## src/rtl/mdm_pkg.sv

```systemverilog
package mdm_pkg;
   // line order shared by the delta nibble and the level nibble
   localparam int unsigned LINES   = 4;
   localparam int unsigned L_CTS   = 0;
   localparam int unsigned L_DSR   = 1;
   localparam int unsigned L_RI    = 2;
   localparam int unsigned L_DCD   = 3;
   // 1: flag any transition, 0: flag only a low-to-high input move
   localparam logic [LINES-1:0] ANY_EDGE_MASK = 4'b1011;
   localparam int unsigned BYTE_W  = 2 * LINES;
endpackage

```

## src/rtl/mdm_sync.sv

```systemverilog
module mdm_sync #(
   parameter int unsigned W      = 4,
   parameter int unsigned STAGES = 2,
   parameter logic        IDLE   = 1'b1
) (
   input  logic         clk_i,
   input  logic         rst_ni,
   input  logic [W-1:0] d_i,
   output logic [W-1:0] q_o
);
   if (STAGES < 2) begin : g_bad_stages
      $error("mdm_sync: STAGES must be at least 2");
   end

   logic [STAGES-1:0][W-1:0] chain_q;

   for (genvar s = 0; s < STAGES; s++) begin : g_stage
      always_ff @(posedge clk_i or negedge rst_ni) begin
         if (!rst_ni) begin
            chain_q[s] <= {W{IDLE}};
         end else if (s == 0) begin
            chain_q[s] <= d_i;
         end else begin
            chain_q[s] <= chain_q[(s == 0) ? 0 : s-1];
         end
      end
   end

   assign q_o = chain_q[STAGES-1];
endmodule

```

## src/rtl/mdm_edge.sv

```systemverilog
module mdm_edge #(
   parameter int unsigned   W        = 4,
   parameter logic [W-1:0]  ANY_MASK = '1,
   parameter logic          IDLE     = 1'b1
) (
   input  logic         clk_i,
   input  logic         rst_ni,
   input  logic [W-1:0] lvl_i,
   output logic [W-1:0] evt_o
);
   logic [W-1:0] prev_q;

   always_ff @(posedge clk_i or negedge rst_ni) begin
      if (!rst_ni) prev_q <= {W{IDLE}};
      else         prev_q <= lvl_i;
   end

   for (genvar i = 0; i < W; i++) begin : g_line
      if (ANY_MASK[i]) begin : g_any
         assign evt_o[i] = lvl_i[i] ^ prev_q[i];
      end else begin : g_rise
         assign evt_o[i] = lvl_i[i] & ~prev_q[i];
      end
   end
endmodule

```

## src/rtl/mdm_delta.sv

```systemverilog
module mdm_delta #(
   parameter int unsigned W = 4
) (
   input  logic         clk_i,
   input  logic         rst_ni,
   input  logic [W-1:0] evt_i,
   input  logic         clr_i,
   output logic [W-1:0] flag_o
);
   logic [W-1:0] flag_q;

   always_ff @(posedge clk_i or negedge rst_ni) begin
      if (!rst_ni) flag_q <= '0;
      else         flag_q <= (flag_q & ~{W{clr_i}}) | evt_i;
   end

   assign flag_o = flag_q;
endmodule

```

## src/rtl/mdm_status_reg.sv

```systemverilog
module mdm_status_reg
   import mdm_pkg::*;
#(
   parameter int unsigned SYNC_STAGES = 2
) (
   input  logic              clk_i,
   input  logic              rst_ni,
   input  logic              cts_ni,
   input  logic              dsr_ni,
   input  logic              dcd_ni,
   input  logic              ri_ni,
   input  logic              rd_stb_i,
   input  logic              irq_en_i,
   output logic [BYTE_W-1:0] rdata_o,
   output logic              irq_o
);
   logic [LINES-1:0] raw_w;
   logic [LINES-1:0] lvl_w;
   logic [LINES-1:0] evt_w;
   logic [LINES-1:0] flag_w;

   always_comb begin
      raw_w        = '1;
      raw_w[L_CTS] = cts_ni;
      raw_w[L_DSR] = dsr_ni;
      raw_w[L_RI]  = ri_ni;
      raw_w[L_DCD] = dcd_ni;
   end

   mdm_sync #(.W(LINES), .STAGES(SYNC_STAGES), .IDLE(1'b1)) sync_i (
      .clk_i (clk_i),
      .rst_ni(rst_ni),
      .d_i   (raw_w),
      .q_o   (lvl_w)
   );

   mdm_edge #(.W(LINES), .ANY_MASK(ANY_EDGE_MASK), .IDLE(1'b1)) edge_i (
      .clk_i (clk_i),
      .rst_ni(rst_ni),
      .lvl_i (lvl_w),
      .evt_o (evt_w)
   );

   mdm_delta #(.W(LINES)) delta_i (
      .clk_i (clk_i),
      .rst_ni(rst_ni),
      .evt_i (evt_w),
      .clr_i (rd_stb_i),
      .flag_o(flag_w)
   );

   assign rdata_o = {~lvl_w, flag_w};
   assign irq_o   = irq_en_i & (|flag_w);
endmodule

```

## config.mk

```make
export PLATFORM = sky130hd
export DESIGN_NAME = mdm_status_reg
export DESIGN_NICKNAME = d
export VERILOG_FILES = /design/src/rtl/mdm_pkg.sv /design/src/rtl/mdm_sync.sv /design/src/rtl/mdm_edge.sv /design/src/rtl/mdm_delta.sv /design/src/rtl/mdm_status_reg.sv
export SDC_FILE = /design/constraint.sdc
export NUM_CORES = 1
export LEC_CHECK = 0
export BUFFER_PORTS_ARGS = -buffer_cell sky130_fd_sc_hd__buf_2
export CAP_MARGIN = 20
export CORE_AREA = 2 2 39 41
export DETAILED_ROUTE_END_ITERATION = 6
export DIE_AREA = 0 0 41 43
export PLACE_DENSITY = 0.68
export SETUP_SLACK_MARGIN = 0.2
export SLEW_MARGIN = 40
export SYNTH_ARGS = -nofsm -noshare
export SYNTH_HDL_FRONTEND = slang
export SYNTH_HIERARCHICAL = 1
export SYNTH_SLANG_ARGS = --single-unit
```

## constraint.sdc

```tcl
create_clock -name clk_i -period 1 [get_ports clk_i]
set_input_delay 0.15 -clock clk_i [delete_from_list [all_inputs] [get_ports clk_i]]
set_output_delay 0.15 -clock clk_i [all_outputs]
set_load 0.05 [all_outputs]
```

==> summary.txt, run 1 <==
Cells and area
  – NumNets Final: 82
  – Fill count: 99
  – Cell area after layout: 980 um2
  – Fin cells: 89
  – Final core area utilization: 0.708
  – Inserted Diodes: 0
  – P&R area growth vs syn: 82.1%
  – Layout cell share with drive strength beyond 1: 0.836

STA
  – Final Worst Setup Slack: -0.507 ns
  – Relative slew slack: 0.775
  – RSZ-0062 raised after global routing: true
  – Final Critical Period: 1.51 ns
  – Final Hold Fails: 0
  – Worst hold slack: 0.175 ns
  – Setup Skew: 0.00317 ns
  – Tcrit/Tclk final: 1.51
  – Slew Viols, Final: 0
  – Final setup violation count: 11
  – Worst-margin pin slew: 0.338 ns
  – Fmax: 663 MHz

Logic synthesis
  – Post-Syn Nets: 42
  – Mapped Avg Cell Area: 15.8 um2
  – Synth unique cells: 9
  – Sequential share of the synthesized area: 0.772
  – Synth area leaders: dfstp_2 (59%), dfrtp_1 (19%), a21o_1 (5.6%)
  – Leading area contributor after synthesis: dfstp_2
  – Post-synth EDFFs: 0
  – Primary FF master, synth: dfstp_2
  – Post-synth top area share: 0.586
  – Ys Warns: 6
  – Synth cell count leaders: dfstp_2 (12), a21o_1 (4), buf_4 (4), dfrtp_1 (4), inv_1 (4)
  – Synthesized area: 538 um2
  – Mapped Cells: 34
  – Most frequent cell after synthesis: dfstp_2
  – #FFs+latches synth: 16
  – Ys async rst share: 1.00

Setup path
  – Worst r2r path cells: 4
  – RR Endpoint: delta_i/flag_o[3]
  – Critical Path AT: 1.36 ns
  – CP Class: register to output pin
  – WP buf/inv: 1
  – WP data required: 0.85 ns
  – Crit path capture type: output pin
  – Critical path peak fanout: 2
  – CP max stage delay: 0.49 ns
  – Crit path launch: delta_i/flag_o[3]
  – Critical path's top delay family: compound AO/OA/AOI/OAI gates
  – Cell Chain, Critical Path: o41a_4, buf_6
  – CP startpoint kind: register
  – Register-to-register setup slack: -0.05 ns
  – Max stage delay cell, worst path: o41a_4
  – RR Startpoint: sync_i/q_o[3]

Power
  – Pleak: 0.476 nW
  – Pwr dens: 1580 mW/mm2
  – Tot Pwr: 1.55 mW
  – Maximum vdd drop: 1.05 mV

Place
  – Post-DP Area: 653 um2
  – Port buffer count: 16
  – Post-detail-place hpwl: 592 um
  – Final GP Congestion: 0.537
  – Placed Cells: 66

Die
  – Initial core utilization: 0.389
  – Die width: 41 um
  – Chip Height: 43 um
  – Standard-cell rows: 14
  – IO Count: 17
  – DIE AREA: 0.00176 mm2
  – Core ar.: 0.00138 mm2

Flow run
  – Max-cap violations: 0

Clock network
  – H-tree depth: 1
  – Clock latency on the worst-skew pair: 0.28 ns
  – Clock-pin slew on the worst setup and hold paths: 0.09 ns
  – Sink Count: 16
  – CTS Buf Count: 3
  – Clock Path Buffers: 2
  – Root Buffer Master: clkbuf_4
  – CTS tree: yes

Global routing
  – Vias in the first global route: 392
  – Global route overflow: 0
  – Pin count of the biggest net entering global routing: 17
  – Initial antenna violation count: 0
  – First-pass GRT wire length: 1640 um
  – Total global-route track usage: 0.150

Route
  – Drt wl/cell: 12.2 um
  – TritonRoute pass-1 iters: 1
  – Met2 routed wirelength: 667 um
  – Met1 wire length: 365 um
  – Max Used Layer: met3
  – Met3 Routed Length: 51 um
  – Via count: 381
  – # DRC: 0
  – Final WL: 1080 um
  – Detailed Route Iter0 Violations: 0
  – Antenna viol nets, final: 0
  – Drt via density: 4.28

Hold path
  – Hold depth: 3
  – HP Start: rd_stb_i
  – Worst min path class: input pin to register
  – WHS Endpoint: delta_i/flag_o[2]

Outcome
  – Status: complete, but fails checks
  – Violated checks: negative setup slack
==> worst min-delay path, delay by kind of cell <==
family                 cells  cell delay (ns)
buffers and inverters      2             0.14
AO/OA/AOI/OAI              1             0.14
==> cell families (layout without fill, tap and decap cells) <==
group	after synthesis	count (layout)	share of synthesized area
DFF	16	16	0.772
buffers and inverters	9	48	0.0907
AOI/OAI and AO/OA	5	5	0.0767
xor gates and xnor gates	3	3	0.0488
and+or+nand+nor	1	1	0.0116
==> timing repair <==
item                                    4_1_cts  5_1_grt
pin swaps                                     0        2
endpoints found under the setup margin       13       13
gates resized for setup                      34        9
hold endpoints to repair                      8        0
setup buffers                                 6        8
hold buffers                                  5        0
==> metal layers <==
metal,global-route usage,vias up
li1,-,180
met1,0.148,188
met2,0.256,13
met3,0.0471,0
met4,0.0800,0
met5,0,-
==> layout by cell type, fill, tap and decap left out <==
cell and instances:
buf_6 16, xor2_1 3, buf_2 7, o41a_4 1
clkbuf_4 3, a21o_1 4, buf_8 6, inv_2 5
dfstp_2 12, buf_4 5, dfrtp_2 4, nor2b_4 1
dlygate4sd3_1 5, clkbuf_8 1
==> per-stage QoR <==
stage          TNS, ns  setup slack (ns)
2_1_floorplan   -0.263            -0.263
3_3_place_gp    -0.216            -0.216
3_5_place_dp    -0.227            -0.227
4_1_cts          -1.79            -0.498
5_1_grt          -2.40            -0.546
6_report         -1.92            -0.507
==> registers in the layout, summed over array words and instances, names as in the netlist <==
signal          flops
sync_i/q_o          4
sync_i/chain_q      4
delta_i/flag_o      4
edge_i/prev_q       4
==> report_power, final <==
part           total (mW)  internal (mW)  switching (mW)  leakage (nW)
Clock               0.418          0.221           0.197        0.0210
Sequential          0.743          0.712          0.0305         0.167
Combinational       0.388          0.205           0.182         0.288
==> worst max-delay path by stage <==
stage / end / slack, ns / cells past startpoint
floorplan: irq_o / -0.26 / 1
CTS: irq_o / -0.50 / 2
global placement: irq_o / -0.22 / 2
detailed placement: irq_o / -0.23 / 2
global route: irq_o / -0.55 / 2
finish: irq_o / -0.51 / 2
==> layout make-up <==
type | count | area [um2] | share of cell area
tap | 16 | 20.0 | 0.0204
sequential | 16 | 420 | 0.429
multi-input combinational | 9 | 91.3 | 0.0932
inverter | 5 | 18.8 | 0.0192
timing repair buffer | 39 | 393 | 0.401
clock buffer | 4 | 36.3 | 0.0370
No activity file was read; power rests on OpenSTA's default activity.
==> run 2, diff against run 1 <==
CAP_MARGIN = 0   (was 20)
PLACE_DENSITY = 0.65   (was 0.68)
SYNTH_HIERARCHICAL = not set   (was 1)
==> run 2 against run 1 <==
Net effect: the run still ends with negative setup slack left; core utilization down 2.2 points; hold slack worse by 0.089 ns; sequential power hardly changed; maximum frequency up 0.78%; cell count fell by 1.1%; critical path depth unchanged; die area unchanged; register-to-register slack improved by 0.04 ns; area after synthesis down 6.3%; power decreased by 5.4%; synthesized cell count is 5.9% lower; routed wire length down 12%; critical path type unchanged; critical endpoint unchanged; largest power group unchanged; highest routed layer unchanged.
==> summary.txt, run 2 <==
Logic synthesis
  – Synthesized area: 504 um2
  – Mapped Avg Cell Area: 15.8 um2
  – Mapped Cells: 32
  – Post-synth EDFFs: 0
  – Leading area contributor after synthesis: dfstp_2
  – Ys Warns: 0
  – Sequential share of the synthesized area: 0.824
  – Post-Syn Nets: 40
  – Ys async rst share: 1.00
  – Synth area leaders: dfstp_2 (63%), dfrtp_1 (20%), inv_1 (6.0%)
  – #FFs+latches synth: 16
  – Post-synth top area share: 0.625
  – Most frequent cell after synthesis: dfstp_2
  – Synth unique cells: 7
  – Primary FF master, synth: dfstp_2
  – Synth cell count leaders: dfstp_2 (12), inv_1 (8), dfrtp_1 (4), o21ai_0 (3), xnor2_1 (3)

Cells and area
  – Layout cell share with drive strength beyond 1: 0.806
  – Inserted Diodes: 0
  – P&R area growth vs syn: 88.3%
  – Cell area after layout: 950 um2
  – Final core area utilization: 0.686
  – Fill count: 99
  – Commonest non-fill, non-tap cells in the layout: buf_6 (15), dfstp_2 (12), buf_2 (7)
  – NumNets Final: 81
  – Most common cell after layout, fill and taps aside: buf_6

STA
  – Final setup violation count: 11
  – RSZ-0062 raised after global routing: true
  – Final Hold Fails: 0
  – Slew Viols, Final: 0
  – Final Worst Setup Slack: -0.496 ns
  – Final Critical Period: 1.50 ns
  – Worst-margin pin slew: 0.330 ns
  – Fmax: 669 MHz
  – Setup Skew: 0.00873 ns
  – Tcrit/Tclk final: 1.50
  – Setup TNS: -1.81 ns
  – Relative slew slack: 0.780

Clock network
  – Clock-pin slew on the worst setup and hold paths: 0.09 ns
  – Clock Path Buffers: 2
  – CTS Buf Count: 3
  – CTS tree: yes
  – Root Buffer Master: clkbuf_4
  – Clock latency on the worst-skew pair: 0.28 ns
  – Sink Count: 16
  – H-tree depth: 1

Power
  – Sw frac: 0.271
  – Pwr dens: 1540 mW/mm2
  – Pleak: 0.456 nW
  – Internal: 1.07 mW
  – Logic gate share of total power: 0.262
  – Switching pwr: 0.398 mW
  – Maximum vdd drop: 0.966 mV
  – Sequential share of power: 0.507
  – Clock power frac: 0.231

Die
  – Standard-cell rows: 14
  – IO Count: 17
  – Chip Height: 43 um
  – Die width: 41 um
  – Initial core utilization: 0.364
  – DIE AREA: 0.00176 mm2
  – Core ar.: 0.00138 mm2

Setup path
  – WP data required: 0.85 ns
  – Critical path's top delay family: compound AO/OA/AOI/OAI gates
  – Cell Chain, Critical Path: o41a_4, buf_8
  – Register-to-register setup slack: -0.01 ns
  – CP startpoint kind: register
  – Critical path peak fanout: 2
  – Critical Path AT: 1.35 ns
  – CP max stage delay: 0.50 ns
  – CP Class: register to output pin
  – Crit path capture type: output pin
  – WP buf/inv: 1
  – Max stage delay cell, worst path: o41a_4

Route
  – Antenna viol nets, final: 0
  – # DRC: 0
  – TritonRoute pass-1 iters: 1
  – Detailed Route Iter0 Violations: 0
  – Via count: 367
  – Drt via density: 4.17
  – Final WL: 951 um
  – Drt wl/cell: 10.8 um

Flow run
  – Max-cap violations: 0

Hold path
  – Worst min path class: input pin to register

Global routing
  – Initial antenna violation count: 0
  – Vias in the first global route: 394
  – First-pass GRT wire length: 1480 um
  – Total global-route track usage: 0.135
  – Global route overflow: 0
  – Pin count of the biggest net entering global routing: 17

Place
  – Final GP Congestion: 0.551
  – Port buffer count: 16
  – Post-detail-place hpwl: 583 um
  – Post-DP Area: 648 um2

Outcome
  – Violated checks: negative setup slack
  – Status: complete, but fails checks
-- run 2: repair_timing --
item                       in CTS  in global routing
hold endpoints to repair        8                  0
gates resized for setup        36                  6
pin swaps                       0                  1
hold buffers                    5                  0
buffers inserted                5                  6
setup endpoints to repair      12                 12
-- run 2: final timing paths --
check,start,to,cells past startpoint
setup / recovery,delta_i.flag_o[2],irq_o,2
hold / removal,rd_stb_i,delta_i.flag_o[0],2
setup reg to reg,sync_i.q_o[3],delta_i.flag_o[3],4
hold reg to reg,sync_i.chain_q[3],sync_i.q_o[3],0
max in group asynchronous,rst_ni,edge_i.prev_q[1],2
min in group asynchronous,rst_ni,delta_i.flag_o[0],2
-- run 2: worst reg2reg max path, stage by stage, from the launching register on --
cell and delay (ns):
dfstp_2 0.55, buf_6 0.09, buf_6 0.09, xnor2_2 0.09
o21ai_1 0.08
-- run 2: layer usage --
metal	wire length, um	up-vias	global-route usage
li1	-	177	-
met1	341	177	0.109
met2	560	13	0.238
met3	49	0	0.0471
met4	0	0	0.100
met5	0	-	0
-- run 2: power by group through the flow --
| stage | registers, mW | logic, mW | clock network [mW] |
|---|---|---|---|
| floorplan | 0.809 | 0.0728 | 0 |
| global placement | 0.744 | 0.221 | 0 |
| detailed placement | 0.749 | 0.223 | 0 |
| CTS | 0.742 | 0.348 | 0.359 |
| global route | 0.747 | 0.406 | 0.395 |
| finish | 0.742 | 0.384 | 0.338 |
-- run 2: layout make-up --
| type | instances | area (um2) | share of cell area |
|---|---|---|---|
| tap | 16 | 20.0 | 0.0211 |
| multi-input combinational | 8 | 95.1 | 0.100 |
| timing repair buffer | 36 | 359 | 0.378 |
| sequential | 16 | 419 | 0.441 |
| clock buffer | 4 | 26.3 | 0.0277 |
| inverter | 8 | 30.0 | 0.0316 |
-- run 2: logic make-up after synthesis --
logic type,count (synthesis),share of synthesized area
DFF,16,0.824
buffers and inverters,8,0.0596
AOI/OAI and AO/OA,5,0.0645
xor gates and xnor gates,3,0.0521
-- run 2: stage by stage --
stage / total power, mW / hold WS (ns) / cells / worst slack (ns)
floorplan: 0.882 / -0.146 / 32 / -0.263
global placement: 0.966 / 0.0672 / 68 / -0.217
detailed placement: 0.972 / 0.0692 / 68 / -0.227
CTS: 1.45 / 0.0618 / 82 / -0.505
global route: 1.55 / 0.0723 / 88 / -0.537
finish: 1.47 / 0.0863 / 88 / -0.496
